**src/rtl/ptc_pkg.sv**
```systemverilog
package ptc_pkg;
    localparam int CNT_W   = 16;
    localparam int CTRL_W  = 6;
    localparam int STAT_W  = 6;
    localparam int NMATCH  = 3;
    localparam int SEL_W   = 4;

    // counter-control bit positions
    localparam int CB_STOP  = 0;
    localparam int CB_INTVL = 1;
    localparam int CB_DOWN  = 2;
    localparam int CB_MEN   = 3;
    localparam int CB_ZERO  = 4;

    // status bit positions
    localparam int SB_INTVL = 0;
    localparam int SB_MATCH = 1;
    localparam int SB_OVF   = 4;
    localparam int SB_EVT   = 5;

    localparam logic [CTRL_W-1:0] CTRL_RESET = 6'h21;
endpackage

```
**src/rtl/ptc_prescaler.sv**
```systemverilog
module ptc_prescaler #(
    parameter int DIV_W = 16,
    parameter int SEL_W = 4
) (
    input  logic             clk,
    input  logic             rst_n,
    input  logic             run,
    input  logic             div_en,
    input  logic [SEL_W-1:0] div_sel,
    output logic             tick
);
    typedef struct packed {
        logic [DIV_W-1:0] div;
    } ps_state_t;

    ps_state_t st_d, st_q;
    logic [DIV_W:0] period_m1;
    logic [SEL_W:0] shamt;

    always_comb begin
        shamt     = {1'b0, div_sel} + {{SEL_W{1'b0}}, 1'b1};
        period_m1 = ({{DIV_W{1'b0}}, 1'b1} << shamt) - {{DIV_W{1'b0}}, 1'b1};
        st_d      = st_q;
        tick      = 1'b0;
        if (!run) begin
            st_d.div = '0;
        end else if (!div_en) begin
            tick     = 1'b1;
            st_d.div = '0;
        end else if ({1'b0, st_q.div} == period_m1) begin
            tick     = 1'b1;
            st_d.div = '0;
        end else begin
            st_d.div = st_q.div + {{(DIV_W-1){1'b0}}, 1'b1};
        end
    end

    always_ff @(posedge clk or negedge rst_n) begin
        if (!rst_n) st_q <= '0;
        else        st_q <= st_d;
    end

    AST_DIV_IDLE: assert property (@(posedge clk) disable iff (!rst_n)
        !run |=> st_q.div == '0);
endmodule

```
**src/rtl/ptc_counter.sv**
```systemverilog
module ptc_counter #(
    parameter int CNT_W  = 16,
    parameter int NMATCH = 3
) (
    input  logic                         clk,
    input  logic                         rst_n,
    input  logic                         tick,
    input  logic                         zero,
    input  logic                         intvl_mode,
    input  logic                         down,
    input  logic                         match_en,
    input  logic [CNT_W-1:0]             interval,
    input  logic [NMATCH-1:0][CNT_W-1:0] match_val,
    output logic [CNT_W-1:0]             count,
    output logic                         wrap,
    output logic [NMATCH-1:0]            match_hit
);
    typedef struct packed {
        logic [CNT_W-1:0] cnt;
    } cnt_state_t;

    cnt_state_t st_d, st_q;
    logic [CNT_W-1:0] limit;
    logic             step;

    always_comb begin
        limit = intvl_mode ? interval : {CNT_W{1'b1}};
        step  = tick && !zero;
        st_d  = st_q;
        wrap  = 1'b0;
        if (zero) begin
            st_d.cnt = '0;
        end else if (tick) begin
            if (down) begin
                if (st_q.cnt == '0) begin
                    st_d.cnt = limit;
                    wrap     = 1'b1;
                end else if (st_q.cnt > limit) begin
                    st_d.cnt = limit;
                end else begin
                    st_d.cnt = st_q.cnt - {{(CNT_W-1){1'b0}}, 1'b1};
                end
            end else begin
                if (st_q.cnt >= limit) begin
                    st_d.cnt = '0;
                    wrap     = 1'b1;
                end else begin
                    st_d.cnt = st_q.cnt + {{(CNT_W-1){1'b0}}, 1'b1};
                end
            end
        end
    end

    for (genvar i = 0; i < NMATCH; i++) begin : g_cmp
        assign match_hit[i] = step && match_en && (match_val[i] <= limit)
                              && (st_d.cnt == match_val[i]);
    end

    always_ff @(posedge clk or negedge rst_n) begin
        if (!rst_n) st_q <= '0;
        else        st_q <= st_d;
    end

    assign count = st_q.cnt;

    AST_INTVL_BOUND: assert property (@(posedge clk) disable iff (!rst_n)
        (tick && !zero && intvl_mode) |=> count <= $past(interval));
    AST_DOWN_RELOAD: assert property (@(posedge clk) disable iff (!rst_n)
        (tick && !zero && down && count == '0) |=> count == $past(limit));
endmodule

```
**src/rtl/ptc_status.sv**
```systemverilog
module ptc_status #(
    parameter int STAT_W = 6,
    parameter int NMATCH = 3
) (
    input  logic              clk,
    input  logic              rst_n,
    input  logic              wrap,
    input  logic              intvl_mode,
    input  logic [NMATCH-1:0] match_hit,
    input  logic              clr,
    output logic [STAT_W-1:0] status
);
    import ptc_pkg::*;

    typedef struct packed {
        logic [STAT_W-1:0] bits;
    } st_state_t;

    st_state_t st_d, st_q;
    logic [STAT_W-1:0] set_vec;

    always_comb begin
        set_vec = '0;
        set_vec[SB_INTVL] = wrap && intvl_mode;
        set_vec[SB_OVF]   = wrap && !intvl_mode;
        set_vec[SB_MATCH +: NMATCH] = match_hit;
        st_d.bits = (clr ? '0 : st_q.bits) | set_vec;
    end

    always_ff @(posedge clk or negedge rst_n) begin
        if (!rst_n) st_q <= '0;
        else        st_q <= st_d;
    end

    assign status = st_q.bits;

    AST_EVENT_QUIET: assert property (@(posedge clk) disable iff (!rst_n)
        status[SB_EVT] == 1'b0);
    AST_STICKY: assert property (@(posedge clk) disable iff (!rst_n)
        !clr |=> (($past(status) & ~status) == '0));
endmodule

```
**src/rtl/ptc_channel.sv**
```systemverilog
module ptc_channel
    import ptc_pkg::*;
#(
    parameter int W = CNT_W
) (
    input  logic              clk,
    input  logic              rst_n,
    input  logic [SEL_W:0]    clk_ctrl,
    input  logic              ctrl_wr,
    input  logic [CTRL_W-1:0] ctrl_wdata,
    output logic [CTRL_W-1:0] ctrl_rd,
    input  logic [W-1:0]      interval,
    input  logic [W-1:0]      match_a,
    input  logic [W-1:0]      match_b,
    input  logic [W-1:0]      match_c,
    input  logic              status_clr,
    output logic [W-1:0]      count,
    output logic [STAT_W-1:0] irq_status,
    output logic              irq_pending
);
    typedef struct packed {
        logic [CTRL_W-1:0] ctrl;
    } top_state_t;

    top_state_t st_d, st_q;
    logic zero_req, run, tick, wrap;
    logic [NMATCH-1:0]        hits;
    logic [NMATCH-1:0][W-1:0] mvals;

    always_comb begin
        zero_req = ctrl_wr && ctrl_wdata[CB_ZERO];
        run      = !st_q.ctrl[CB_STOP] && !zero_req;
        st_d     = st_q;
        if (ctrl_wr) begin
            st_d.ctrl = ctrl_wdata;
            st_d.ctrl[CB_ZERO] = 1'b0;
        end
        mvals = {match_c, match_b, match_a};
    end

    always_ff @(posedge clk or negedge rst_n) begin
        if (!rst_n) st_q.ctrl <= CTRL_RESET;
        else        st_q <= st_d;
    end

    ptc_prescaler #(.DIV_W(W), .SEL_W(SEL_W)) u_div (
        .clk(clk), .rst_n(rst_n), .run(run),
        .div_en(clk_ctrl[0]), .div_sel(clk_ctrl[SEL_W:1]), .tick(tick)
    );

    ptc_counter #(.CNT_W(W), .NMATCH(NMATCH)) u_cnt (
        .clk(clk), .rst_n(rst_n), .tick(tick), .zero(zero_req),
        .intvl_mode(st_q.ctrl[CB_INTVL]), .down(st_q.ctrl[CB_DOWN]),
        .match_en(st_q.ctrl[CB_MEN]), .interval(interval), .match_val(mvals),
        .count(count), .wrap(wrap), .match_hit(hits)
    );

    ptc_status #(.STAT_W(STAT_W), .NMATCH(NMATCH)) u_stat (
        .clk(clk), .rst_n(rst_n), .wrap(wrap), .intvl_mode(st_q.ctrl[CB_INTVL]),
        .match_hit(hits), .clr(status_clr), .status(irq_status)
    );

    assign ctrl_rd     = st_q.ctrl;
    assign irq_pending = |irq_status;

    AST_ZERO_NOT_KEPT: assert property (@(posedge clk) disable iff (!rst_n)
        ctrl_rd[CB_ZERO] == 1'b0);
    AST_HELD_WHEN_STOPPED: assert property (@(posedge clk) disable iff (!rst_n)
        (ctrl_rd[CB_STOP] && !ctrl_wr) |=> count == $past(count));
endmodule

```
**config.mk**
```make
export PLATFORM = sky130hd
export DESIGN_NAME = ptc_channel
export DESIGN_NICKNAME = d
export VERILOG_FILES = /design/src/rtl/ptc_pkg.sv /design/src/rtl/ptc_prescaler.sv /design/src/rtl/ptc_counter.sv /design/src/rtl/ptc_status.sv /design/src/rtl/ptc_channel.sv
export SDC_FILE = /design/constraint.sdc
export NUM_CORES = 1
export LEC_CHECK = 0
export ABC_AREA = 0
export ABC_CLOCK_PERIOD_IN_PS = 11210
export BUFFER_PORTS_ARGS = -buffer_cell sky130_fd_sc_hd__buf_2
export CORE_MARGIN = 8
export CORE_UTILIZATION = 45
export CTS_CLUSTER_SIZE = 10
export DETAILED_ROUTE_END_ITERATION = 8
export PLACE_DENSITY = 0.77
export SYNTH_ARGS = -nofsm -noshare
export SYNTH_HDL_FRONTEND = slang
export SYNTH_SLANG_ARGS = --single-unit
```
**constraint.sdc**
```tcl
create_clock -name clk -period 11.21 [get_ports clk]
set_clock_uncertainty 0.2 [all_clocks]
set_input_delay 1.6815 -clock clk [delete_from_list [all_inputs] [get_ports clk]]
set_output_delay 1.6815 -clock clk [all_outputs]
set_load 0.03 [all_outputs]
```
==> results.cfg <==
[outcome]
outcome = finished, final reports clean

[die]
core_um2 = 14500
dieArea_um2 = 19000
die_h_um = 138
chipWidth_um = 138
start_util = 0.459
core.rowCount = 44
ios = 108

[setup_path]
critPathKind = in -> reg
reg2reg_slack_ps = 4930
crit_start = clk_ctrl[3]
reg2reg_from = ctrl_rd[1]$_DFFE_PN0P_
cp_max_fo = 26
cp.arrival_ps = 6460
r2r_cells = 14
crit_end = u_stat.status[2]$_DFF_PN0_
crit_path_end_kind = register
startpoint_type = input port
required_ps = 11210
r2r_end = u_stat.status[2]$_DFF_PN0_

[place]
gp_congestion = 1.07
hpwlAfterDp_um = 23600
placedCellCount = 1153
io_buffers = 105
pre_cts_ws_ps = 4660

[detailed_routing]
route.final.wire_length_um = 30400
viasPerCell = 6.92
vias = 8030
drc_errors = 0
wire_per_inst_um = 26.2
drt_iter0_markers = 1170
dr.pass1.iters = 7
ant_nets = 0

[clocking]
cts_inserted_buffers = 5
tritoncts = built
cts_setup_buffers = 0
cts_hold_buf = 0
cts_max_level = 2
ctsRootBufferMaster = clkbuf_16
clockBufferDepth = 2
cts_resized = 0
cts_num_sinks = 42
insertion_delay_ps = 290
clkTransAtPathRegs_ps = 60

[global_route]
grt_max_degree = 43
overflow = 0
antenna_found_initial = 1
grt_pass1_vias = 7525
grt_pass1_wl_um = 45300
grt_usage = 0.313

[synth]
synthTopCellsByCount = 103 x nor2_1, 77 x nand2_1, 69 x ha_1, 58 x o21ai_0, 52 x nand3_1
synth_top_area_share = 0.150
ys_seq_elements = 42
synth_edf_count = 0
ys_warn_count = 0
ys_top_cells_by_area = dfrtp_1 15%, ha_1 13%, nor2_1 5.8%, o21ai_0 4.4%, nand2_1 4.3%
yosysTopAreaCell = dfrtp_1
synth-async-reset-ratio = 1.00
synth_most_common_cell = nor2_1
synth_flop_cell = dfrtp_1
yosysUniqueCellTypes = 82
netlist_instances = 916
netlist_area_um2 = 6670
ys_seq_area_frac = 0.158
synth_area_per_cell_um2 = 7.28

[sta]
fin_tns_setup_ps = 0
slew_violations = 0
slew_headroom = 0.285
worst_pin_slew_ps = 1070
period_share = 0.576
setup_viol = 0
fmax_mhz = 155
hold_viol = 0
fin_crit_ps = 6460
fin_ws_ps = 4750
rsz0062_at_grt = false

[power_and_ir_drop]
vdd_drop_max_uv = 108
static-leakage-power_nw = 3.20
powerDensity_nw_per_um2 = 139

[worst_hold_path]
hp-class = reg -> reg

[layout]
fin_nets = 1124
areaGrowthSynthToFinish_pct = 10.2
diodes = 0
instances_no_fill = 1161
drive_gt1_frac = 0.146
fin_util = 0.506

[job]
drv_cap = 0
==> cells in the final DEF (no fill, tap or decap), types with 11 or more instances in the layout <==
cell	n
dfrtp_1	40
nor4_1	25
ha_1	69
a211oi_1	14
nor3_1	23
xor2_1	21
nand4_1	21
a21o_1	11
nor2_1	103
o21ai_0	58
or4_1	12
nand3_1	52
inv_1	31
o211ai_1	14
nand2_1	77
buf_2	105
a21oi_1	37
and3_1	13
a31oi_1	18
xnor2_1	22
o22ai_1	11
==> cell families (layout without fill, tap and decap cells) <==
kind of cell	Yosys count	count (layout)	synth area share
other	2	3	0.00113
flip-flops	42	42	0.158
buffers and inverters	96	156	0.0628
AO/OA/AOI/OAI	255	255	0.266
XOR/XNOR	43	43	0.0564
adder cells (fa/ha/maj)	69	69	0.129
AND/OR/NAND/NOR	402	402	0.314
multiplexers	7	7	0.0114
==> worst max-delay path, cell delays in order <==
cell and delay [ps]:
buf_2 290, nor2_1 180, nand2_1 100, ha_1 560, nor3b_1 390, a2111oi_0 130
nor4bb_1 390, a211oi_1 120, nand4_1 160, and2_1 860, o21ai_0 510, a32o_1 390
nor4_1 330, nand4_1 130, o31ai_1 210
==> metrics by stage <==
stage / instance area, um^2 / power, mW / hold slack, ps
after floorplan: 6680 / 0.631 / 275
after global placement: 7210 / 0.849 / 300
after detailed placement: 7210 / 0.842 / 306
after CTS: 7350 / 0.991 / 319
after global routing: 7350 / 1.07 / 345
final: 7350 / 1.02 / 316
==> how the worst min path moves through the flow <==
stage / start / to / slack, ps / cells past startpoint
5_1_grt: u_stat.status[4]$_DFF_PN0_ / u_stat.status[4]$_DFF_PN0_ / 340 / 1
3_3_place_gp: u_stat.status[4]$_DFF_PN0_ / u_stat.status[4]$_DFF_PN0_ / 300 / 1
4_1_cts: u_stat.status[4]$_DFF_PN0_ / u_stat.status[4]$_DFF_PN0_ / 320 / 1
2_1_floorplan: u_div.st_q[0]$_DFF_PN0_ / u_div.st_q[0]$_DFF_PN0_ / 280 / 1
3_5_place_dp: u_stat.status[4]$_DFF_PN0_ / u_stat.status[4]$_DFF_PN0_ / 310 / 1
6_report: u_stat.status[4]$_DFF_PN0_ / u_stat.status[4]$_DFF_PN0_ / 320 / 1
==> registers in the layout, indices dropped and copies added, names as in the netlist <==
| register | count |
|---|---|
| u_div.st_q | 16 |
| u_stat.status | 5 |
| u_cnt.count | 16 |
| ctrl_rd | 5 |
==> routing by layer <==
metal / GRT usage / wire length, um / part of all wire / up-vias
met5: 0 / 13 / 0.00043 / -
met2: 0.456 / 12800 / 0.42 / 610
met3: 0.0740 / 3830 / 0.13 / 107
met4: 0.144 / 1490 / 0.049 / 2
met1: 0.425 / 12200 / 0.40 / 3717
li1: - / - / - / 3594
==> where the power goes <==
| part | switching (mW) | total [mW] | leakage (nW) | internal (mW) |
|---|---|---|---|---|
| combinational | 0.411 | 0.630 | 2.56 | 0.218 |
| sequential | 0.0765 | 0.245 | 0.563 | 0.168 |
| clock | 0.0641 | 0.147 | 0.0708 | 0.0827 |
==> area by class of cell <==
class                           count  area [um^2]
Fill cell                        1531         7180
Clock inverter                      2         13.8
Clock buffer                        6          129
Tap cell                          184          230
Multi-Input combinational cell    779         5200
Timing Repair Buffer              115          601
Inverter                           33          124
Sequential cell                    42         1050
Note: power is estimated with default switching activity, not from simulation.
